`src/rtl/smc_pkg.sv`:
```
package smc_pkg;

  localparam int OPW = 5;

  typedef enum logic [OPW-1:0] {
    OP_NOP  = 5'd0,  OP_PUSH = 5'd1,  OP_ADD  = 5'd2,  OP_SUB  = 5'd3,
    OP_AND  = 5'd4,  OP_OR   = 5'd5,  OP_LT   = 5'd6,  OP_EQ   = 5'd7,
    OP_DIV  = 5'd8,  OP_MOD  = 5'd9,  OP_NEG  = 5'd10, OP_NOT  = 5'd11,
    OP_DUP  = 5'd12, OP_SWAP = 5'd13, OP_JZ   = 5'd14, OP_JMP  = 5'd15,
    OP_LDS  = 5'd16, OP_STS  = 5'd17, OP_RD   = 5'd18, OP_WR   = 5'd19,
    OP_HALT = 5'd20
  } opcode_e;

  // stack movement requested by an instruction
  typedef enum logic [2:0] {
    SK_HOLD,   // no change
    SK_PUSH,   // old top sinks, new top = data
    SK_POP,    // second entry rises to top
    SK_SET,    // top replaced
    SK_MERGE,  // two entries become one (new top = data)
    SK_SWAP    // top two exchanged
  } stk_act_e;

  typedef enum logic [2:0] {
    RS_IMM, RS_ALU, RS_SLOT, RS_IN, RS_TOS
  } res_sel_e;

  typedef enum logic [3:0] {
    AL_ADD, AL_SUB, AL_AND, AL_OR, AL_LT, AL_EQ,
    AL_DIV, AL_MOD, AL_NEG, AL_NOT
  } alu_fn_e;

  typedef enum logic [1:0] {
    ERR_NONE    = 2'd0,
    ERR_UNDER   = 2'd1,
    ERR_OVER    = 2'd2,
    ERR_ILLEGAL = 2'd3
  } err_e;

  typedef struct packed {
    logic       legal;
    logic [1:0] n_in;   // entries consumed
    logic [1:0] n_out;  // entries produced
    stk_act_e   act;
    res_sel_e   rsel;
    alu_fn_e    fn;
    logic       jz;
    logic       jmp;
    logic       sts;
    logic       rd;
    logic       wr;
    logic       halt;
  } dec_t;

endpackage

```
`src/rtl/smc_decode.sv`:
```
module smc_decode
  import smc_pkg::*;
(
  input  logic [OPW-1:0] op,
  output dec_t           dec
);

  always_comb begin
    dec       = '0;
    dec.legal = 1'b1;
    dec.act   = SK_HOLD;
    dec.rsel  = RS_ALU;
    dec.fn    = AL_ADD;
    unique case (op)
      OP_NOP: ;
      OP_PUSH: begin
        dec.n_out = 2'd1; dec.act = SK_PUSH; dec.rsel = RS_IMM;
      end
      OP_ADD, OP_SUB, OP_AND, OP_OR, OP_LT, OP_EQ, OP_DIV, OP_MOD: begin
        dec.n_in = 2'd2; dec.n_out = 2'd1; dec.act = SK_MERGE;
        unique case (op)
          OP_ADD:  dec.fn = AL_ADD;
          OP_SUB:  dec.fn = AL_SUB;
          OP_AND:  dec.fn = AL_AND;
          OP_OR:   dec.fn = AL_OR;
          OP_LT:   dec.fn = AL_LT;
          OP_EQ:   dec.fn = AL_EQ;
          OP_DIV:  dec.fn = AL_DIV;
          default: dec.fn = AL_MOD;
        endcase
      end
      OP_NEG, OP_NOT: begin
        dec.n_in = 2'd1; dec.n_out = 2'd1; dec.act = SK_SET;
        dec.fn   = (op == OP_NEG) ? AL_NEG : AL_NOT;
      end
      OP_DUP: begin
        dec.n_in = 2'd1; dec.n_out = 2'd2; dec.act = SK_PUSH; dec.rsel = RS_TOS;
      end
      OP_SWAP: begin
        dec.n_in = 2'd2; dec.n_out = 2'd2; dec.act = SK_SWAP;
      end
      OP_JZ: begin
        dec.n_in = 2'd1; dec.act = SK_POP; dec.jz = 1'b1;
      end
      OP_JMP: dec.jmp = 1'b1;
      OP_LDS: begin
        dec.n_out = 2'd1; dec.act = SK_PUSH; dec.rsel = RS_SLOT;
      end
      OP_STS: begin
        dec.n_in = 2'd1; dec.act = SK_POP; dec.sts = 1'b1;
      end
      OP_RD: begin
        dec.n_out = 2'd1; dec.act = SK_PUSH; dec.rsel = RS_IN; dec.rd = 1'b1;
      end
      OP_WR: begin
        dec.n_in = 2'd1; dec.act = SK_POP; dec.wr = 1'b1;
      end
      OP_HALT: dec.halt = 1'b1;
      default: dec.legal = 1'b0;
    endcase
  end

endmodule

```
`src/rtl/smc_alu.sv`:
```
module smc_alu
  import smc_pkg::*;
#(
  parameter int W = 16
) (
  input  logic [W-1:0] x,    // second entry
  input  logic [W-1:0] y,    // top entry
  input  alu_fn_e      fn,
  output logic [W-1:0] res,
  output logic         dz
);

  logic y_zero;
  assign y_zero = (y == '0);

  always_comb begin
    res = '0;
    dz  = 1'b0;
    unique case (fn)
      AL_ADD: res = x + y;
      AL_SUB: res = x - y;
      AL_AND: res = x & y;
      AL_OR:  res = x | y;
      AL_LT:  res[0] = (x < y);
      AL_EQ:  res[0] = (x == y);
      AL_DIV: begin
        dz  = y_zero;
        res = y_zero ? '0 : x / y;
      end
      AL_MOD: begin
        dz  = y_zero;
        res = y_zero ? '0 : x % y;
      end
      AL_NEG: res = '0 - y;
      AL_NOT: res = ~y;
      default: res = '0;
    endcase
  end

endmodule

```
`src/rtl/smc_stack.sv`:
```
module smc_stack
  import smc_pkg::*;
#(
  parameter int W     = 16,
  parameter int DEPTH = 8
) (
  input  logic                       clk,
  input  logic                       rst_n,
  input  logic                       en,
  input  stk_act_e                   act,
  input  logic [W-1:0]               din,
  output logic [W-1:0]               tos,
  output logic [W-1:0]               nos,
  output logic [$clog2(DEPTH+1)-1:0] level
);

  localparam int LVW = $clog2(DEPTH+1);
  localparam int BD  = DEPTH - 1;          // entries below the top register
  localparam int BIW = (BD > 1) ? $clog2(BD) : 1;

  logic [W-1:0]   below [BD];
  logic [W-1:0]   tos_q, tos_d;
  logic [LVW-1:0] lvl_q, lvl_d;
  logic           wr_en;
  logic [BIW-1:0] wr_idx;
  logic [W-1:0]   wr_val;
  logic [BIW-1:0] idx_m1, idx_m2;
  logic           has2, has1;

  assign idx_m1 = BIW'(lvl_q - LVW'(1));
  assign idx_m2 = BIW'(lvl_q - LVW'(2));
  assign has1   = (lvl_q >= LVW'(1));
  assign has2   = (lvl_q >= LVW'(2));
  assign nos    = has2 ? below[idx_m2] : '0;

  // next state
  always_comb begin
    tos_d  = tos_q;
    lvl_d  = lvl_q;
    wr_en  = 1'b0;
    wr_idx = idx_m1;
    wr_val = tos_q;
    if (en) begin
      unique case (act)
        SK_PUSH: begin
          wr_en = has1;
          tos_d = din;
          lvl_d = lvl_q + LVW'(1);
        end
        SK_POP: begin
          tos_d = nos;
          lvl_d = lvl_q - LVW'(1);
        end
        SK_SET: tos_d = din;
        SK_MERGE: begin
          tos_d = din;
          lvl_d = lvl_q - LVW'(1);
        end
        SK_SWAP: begin
          wr_en  = 1'b1;
          wr_idx = idx_m2;
          tos_d  = nos;
        end
        default: ;
      endcase
    end
  end

  // registers
  always_ff @(posedge clk or negedge rst_n) begin
    if (!rst_n) begin
      tos_q <= '0;
      lvl_q <= '0;
    end else if (en) begin
      tos_q <= tos_d;
      lvl_q <= lvl_d;
    end
  end

  // storage array below the top, write-enabled, not reset
  always_ff @(posedge clk) begin
    if (wr_en) below[wr_idx] <= wr_val;
  end

  assign tos   = tos_q;
  assign level = lvl_q;

endmodule

```
`src/rtl/smc_core.sv`:
```
module smc_core
  import smc_pkg::*;
#(
  parameter int W      = 16,
  parameter int DEPTH  = 8,
  parameter int SLOTS  = 8,
  parameter int PDEPTH = 32
) (
  input  logic                        clk,
  input  logic                        rst_n,
  input  logic                        prog_we,
  input  logic [$clog2(PDEPTH)-1:0]   prog_addr,
  input  logic [OPW+W-1:0]            prog_data,
  input  logic                        run,
  input  logic                        in_valid,
  input  logic [W-1:0]                in_data,
  output logic                        in_take,
  output logic                        out_valid,
  output logic [W-1:0]                out_data,
  output logic                        halted,
  output logic [1:0]                  err_code,
  output logic                        div_zero,
  output logic [$clog2(DEPTH+1)-1:0]  stk_level
);

  localparam int PAW = $clog2(PDEPTH);
  localparam int SLW = (SLOTS > 1) ? $clog2(SLOTS) : 1;
  localparam int IW  = OPW + W;
  localparam int LVW = $clog2(DEPTH+1);

  // program memory
  logic [IW-1:0] pmem [PDEPTH];
  always_ff @(posedge clk) begin
    if (prog_we) pmem[prog_addr] <= prog_data;
  end

  logic [PAW-1:0] pc_q, pc_d;
  logic [IW-1:0]  instr;
  logic [OPW-1:0] op;
  logic [W-1:0]   arg;
  dec_t           dec;

  assign instr = pmem[pc_q];
  assign op    = instr[IW-1 -: OPW];
  assign arg   = instr[W-1:0];

  smc_decode u_dec (.op(op), .dec(dec));

  // stack
  logic [W-1:0]   tos, nos, res;
  logic [LVW-1:0] level;
  logic           go;

  smc_stack #(.W(W), .DEPTH(DEPTH)) u_stk (
    .clk(clk), .rst_n(rst_n), .en(go), .act(dec.act),
    .din(res), .tos(tos), .nos(nos), .level(level)
  );

  // arithmetic
  logic [W-1:0] alu_res;
  logic         alu_dz;
  smc_alu #(.W(W)) u_alu (
    .x(nos), .y(tos), .fn(dec.fn), .res(alu_res), .dz(alu_dz)
  );

  // storage slots
  logic [W-1:0]   slot_q [SLOTS];
  logic [SLW-1:0] slot_sel;
  logic [W-1:0]   slot_rd;
  assign slot_sel = arg[SLW-1:0];
  assign slot_rd  = slot_q[slot_sel];

  // control
  logic halted_q, halted_d;
  err_e err_q, err_d;
  logic dz_q, dz_d;
  logic ov_q, ov_d;
  logic [W-1:0] od_q, od_d;
  logic active, under, over, fault, stall, taken;
  logic slot_we;

  assign active  = run & ~halted_q;
  assign under   = (level < LVW'(dec.n_in));
  assign over    = (dec.n_out > dec.n_in) && (level == LVW'(DEPTH));
  assign fault   = active & (~dec.legal | under | over);
  assign stall   = active & ~fault & dec.rd & ~in_valid;
  assign go      = active & ~fault & ~stall;
  assign taken   = dec.jmp | (dec.jz & (tos == '0));
  assign slot_we = go & dec.sts;

  always_comb begin
    unique case (dec.rsel)
      RS_IMM:  res = arg;
      RS_SLOT: res = slot_rd;
      RS_IN:   res = in_data;
      RS_TOS:  res = tos;
      default: res = alu_res;
    endcase
  end

  // next state
  always_comb begin
    pc_d     = pc_q;
    halted_d = halted_q;
    err_d    = err_q;
    dz_d     = dz_q;
    ov_d     = 1'b0;
    od_d     = od_q;
    if (fault) begin
      halted_d = 1'b1;
      if (!dec.legal)  err_d = ERR_ILLEGAL;
      else if (under)  err_d = ERR_UNDER;
      else             err_d = ERR_OVER;
    end else if (go) begin
      pc_d = taken ? arg[PAW-1:0] : pc_q + PAW'(1);
      if (dec.halt) halted_d = 1'b1;
      if (alu_dz && dec.act == SK_MERGE) dz_d = 1'b1;
      if (dec.wr) begin
        ov_d = 1'b1;
        od_d = tos;
      end
    end
  end

  // registers
  always_ff @(posedge clk or negedge rst_n) begin
    if (!rst_n) begin
      pc_q     <= '0;
      halted_q <= 1'b0;
      err_q    <= ERR_NONE;
      dz_q     <= 1'b0;
      ov_q     <= 1'b0;
      od_q     <= '0;
    end else begin
      pc_q     <= pc_d;
      halted_q <= halted_d;
      err_q    <= err_d;
      dz_q     <= dz_d;
      ov_q     <= ov_d;
      od_q     <= od_d;
    end
  end

  generate
    for (genvar s = 0; s < SLOTS; s++) begin : g_slot
      logic hit;
      assign hit = slot_we && (slot_sel == SLW'(s));
      always_ff @(posedge clk or negedge rst_n) begin
        if (!rst_n)   slot_q[s] <= '0;
        else if (hit) slot_q[s] <= tos;
      end
    end
  endgenerate

  assign in_take   = go & dec.rd;
  assign out_valid = ov_q;
  assign out_data  = od_q;
  assign halted    = halted_q;
  assign err_code  = err_q;
  assign div_zero  = dz_q;
  assign stk_level = level;

endmodule

```
`config.mk`:
```
export PLATFORM = sky130hd
export DESIGN_NAME = smc_core
export DESIGN_NICKNAME = d
export VERILOG_FILES = /design/src/rtl/smc_pkg.sv /design/src/rtl/smc_decode.sv /design/src/rtl/smc_alu.sv /design/src/rtl/smc_stack.sv /design/src/rtl/smc_core.sv
export SDC_FILE = /design/constraint.sdc
export NUM_CORES = 2
export LEC_CHECK = 0
export ABC_AREA = 1
export BUFFER_PORTS_ARGS = -buffer_cell sky130_fd_sc_hd__buf_4
export CAP_MARGIN = 20
export CORE_MARGIN = 8
export CORE_UTILIZATION = 55
export CTS_CLUSTER_DIAMETER = 50
export DETAILED_ROUTE_END_ITERATION = 16
export GPL_TIMING_DRIVEN = 0
export HOLD_SLACK_MARGIN = 0.15
export PLACE_DENSITY = 0.71
export SYNTH_ARGS = -nofsm -noshare
export SYNTH_HDL_FRONTEND = slang
export SYNTH_SLANG_ARGS = --single-unit
```
`constraint.sdc`:
```
create_clock -name clk -period 47.4 [get_ports clk]
set_input_delay 9.48 -clock clk [delete_from_list [all_inputs] [get_ports clk]]
set_output_delay 9.48 -clock clk [all_outputs]
set_load 0.01 [all_outputs]
```
==> impl_metrics.yaml <==
synth:
  synth_nets: 5223
  seq_area_frac_synth_pct: 56.4
  synth_top_area_share_pct: 47.6
  ys_top_cells_by_area: "edfxtp_1 48%, dfrtp_1 8.8%, nand2_1 8.0%"
  synth_edf_count: 784
  ys_seq_elements: 958
  syn_avg_cell_area_um2: 9.94
  synth_area_um2: 49500
  yosysUniqueCellTypes: 73
  syn_inst: 4976
  synth_area_leader_cell: "edfxtp_1"
  synthArstFlopShare_pct: 18.2
  synth_flop_cell: "edfxtp_1"
  ys.warnings.count: 0
cts:
  clk_latency_ps: 690
  htree_levels: 3
  cts_root_buf: "clkbuf_16"
  postCtsSetupRepairBufs: 0
  path_clk_slew_ps: 60
  cts_buffer_depth: 3
  cts_sinks: 958
  tritoncts: "yes"
  cts_made_buffers: 102
  cts_hold_buf: 0
  ctsResizeCount: 0
final_layout:
  nFillCells: 7244
  final_cell_mix: "1060 x nand2_1, 784 x edfxtp_1, 404 x nor2_1"
  syn_to_final_growth_pct: 13.4
  drive_above_1_share_pct: 12.5
  final_nets: 5445
  layout_commonest_cell: "nand2_1"
drt:
  wl_met2_mm: 74.9
  met1Wirelength_mm: 62.0
  first_pass_iters: 7
  drt_wl_total_mm: 164
  drt-initial-drc-count: 5341
  top_layer_used: "met4"
  wl_met3_mm: 16.7
  post-route-drc-count: 0
  wl_per_cell_um: 25.3
  vias: 40100
  ant_nets: 0
  vias_per_cell: 6.21
placed_design:
  portBuffers: 72
  dp_slack_ps: 14250
  place_congestion: 1.06
  hpwl_mm: 113
worst_setup_path:
  path_class: "register to register"
  endpoint_kind: "register"
  cpMaxStageDelayCell: "a2111oi_0"
  required_ps: 47960
  cpLargestDelayFamily: "simple AND/OR/NAND/NOR gates"
  critPathBufInv: 37
  worstPathArrival_ps: 34310
  crit_top_cell: "nand2_1"
  crit_path_max_incr_delay_ps: 640
  start_kind: "register"
  cp_max_fo: 10
sta:
  max_freq_ghz: 0.0296
  min_period_over_period_pct: 71.2
  final-setup-viol-count: 0
  setup_ws_ps: 13660
  relSlewSlack_pct: 21.3
  rsz0062_at_grt: "false"
  hold_slack_ps: 479
  slew_violations: 0
  hold_viol: 0
  finClkSkew_ps: 70.0
  worstMarginPinSlew_ps: 1170
  fin_crit_ps: 33740
  final.setup.tns_ps: 0
power:
  p_leak_nw: 22.5
  p_total_mw: 1.75
  ir_drop_uv: 43.6
  power_density_nw_per_um2: 31.2
grt:
  grt_pass1_vias: 38100
  grt_max_degree: 92
  antenna_found_initial: 3
  grt-ovfl-total: 0
  grt_pass1_wl_mm: 240
  groute.usage.overall_pct: 32.2
die:
  die_area_um2: 99800
  start_util_pct: 55.2
  row_count: 110
  num_io_pins: 73
  core_um2: 89600
  fp.dieH_um: 316
  die_w_um: 316
worst_hold_path:
  hold_class: "register to register"
run_status:
  status: "complete, no violations"
job:
  maxCapViolCount: 0
==> registers in the layout (all words and copies together), names as in the netlist <==
register,flops
halted,1
out_valid,1
pc_q,5
err_code,2
slot_q,128
out_data,16
div_zero,1
pmem,672
u_stk.tos,16
u_stk.level,4
u_stk.below,112
==> through the flow <==
step	std cells	util, %	cell area (um^2)
2_1_floorplan	4976	-	49500
3_3_place_gp	6224	57.5	51500
3_5_place_dp	6269	58.8	52700
4_1_cts	6458	62.6	56100
5_1_grt	6461	62.6	56100
6_report	6462	62.6	56100
==> synthesized netlist by cell type, drive strengths merged, types with 2 or more instances <==
cell type / instances
fa: 3
o31ai: 20
a22oi: 46
inv: 378
o2111ai: 15
xnor2: 31
o221ai: 49
clkbuf: 126
ha: 197
a211oi: 19
o21a: 4
nor4: 11
edfxtp: 784
o32ai: 6
a221o: 2
and2: 6
o211ai: 26
nor2: 462
a21boi: 8
o21ai: 504
nand3: 199
dfrtp: 174
xor2: 70
a21o: 7
a32o: 12
nand2: 1074
and3: 2
a221oi: 15
o311ai: 17
a311oi: 6
nand4: 29
o22ai: 123
nor3: 33
nand3b: 6
a21oi: 311
o21bai: 14
buf: 118
o41ai: 3
a31oi: 10
clkinv: 2
or2: 44
==> kinds of logic after synthesis <==
kind of cell | after synthesis | share of synthesized area (%)
AOI/OAI and AO/OA | 1224 | 15.5
and+or+nand+nor | 1868 | 15.7
muxes | 1 | 0.0202
xor gates and xnor gates | 101 | 1.79
adders and majority gates | 200 | 5.10
buffers and inverters | 624 | 5.44
DFF | 958 | 56.4
==> final timing paths <==
path	startpoint	endpoint	slack, ps	cells past startpoint
min	slot_q[18]	slot_q[18]	480	2
max reg2reg	u_stk.level[1]	u_stk.tos[15]	13660	233
max	u_stk.level[1]	u_stk.tos[15]	13660	233
min in group asynchronous	rst_n	slot_q[74]	8810	1
min reg2reg	slot_q[18]	slot_q[18]	480	2
max in group asynchronous	rst_n	out_data[2]	37590	2
==> report_power, final <==
part           leakage [nW]  internal (mW)  total [mW]  switching, mW
Sequential             9.31          0.917       0.918        0.00162
Clock                  1.64          0.465       0.802          0.337
Combinational          11.6        0.00725      0.0312         0.0239
==> per-layer routing <==
metal	track usage [%]	vias up
met5	0	-
met3	5.72	509
met4	17.0	0
met1	41.6	19200
met2	51.8	2375
li1	-	18000
==> layout make-up <==
class                           count  area [um^2]  area share [%]
Antenna cell                        3         7.51          0.0134
Buffer                            244         1280            2.28
Clock buffer                      127         2690            4.79
Clock inverter                     62          684            1.22
Inverter                          380         1430            2.55
Multi-Input combinational cell   3394        19100            34.1
Sequential cell                   958        27900            49.7
Tap cell                         1176         1470            2.62
Timing Repair Buffer              118         1490            2.66
==> worst register-to-register path: cells and delay by family (launching register included) <==
kind	cells	cell delay [ps]
fa+ha+maj	17	5390
buf+inv	37	5510
simple gates	137	13170
compound gates	42	9160
flops	1	460
Power figures use the tool's default switching activity.
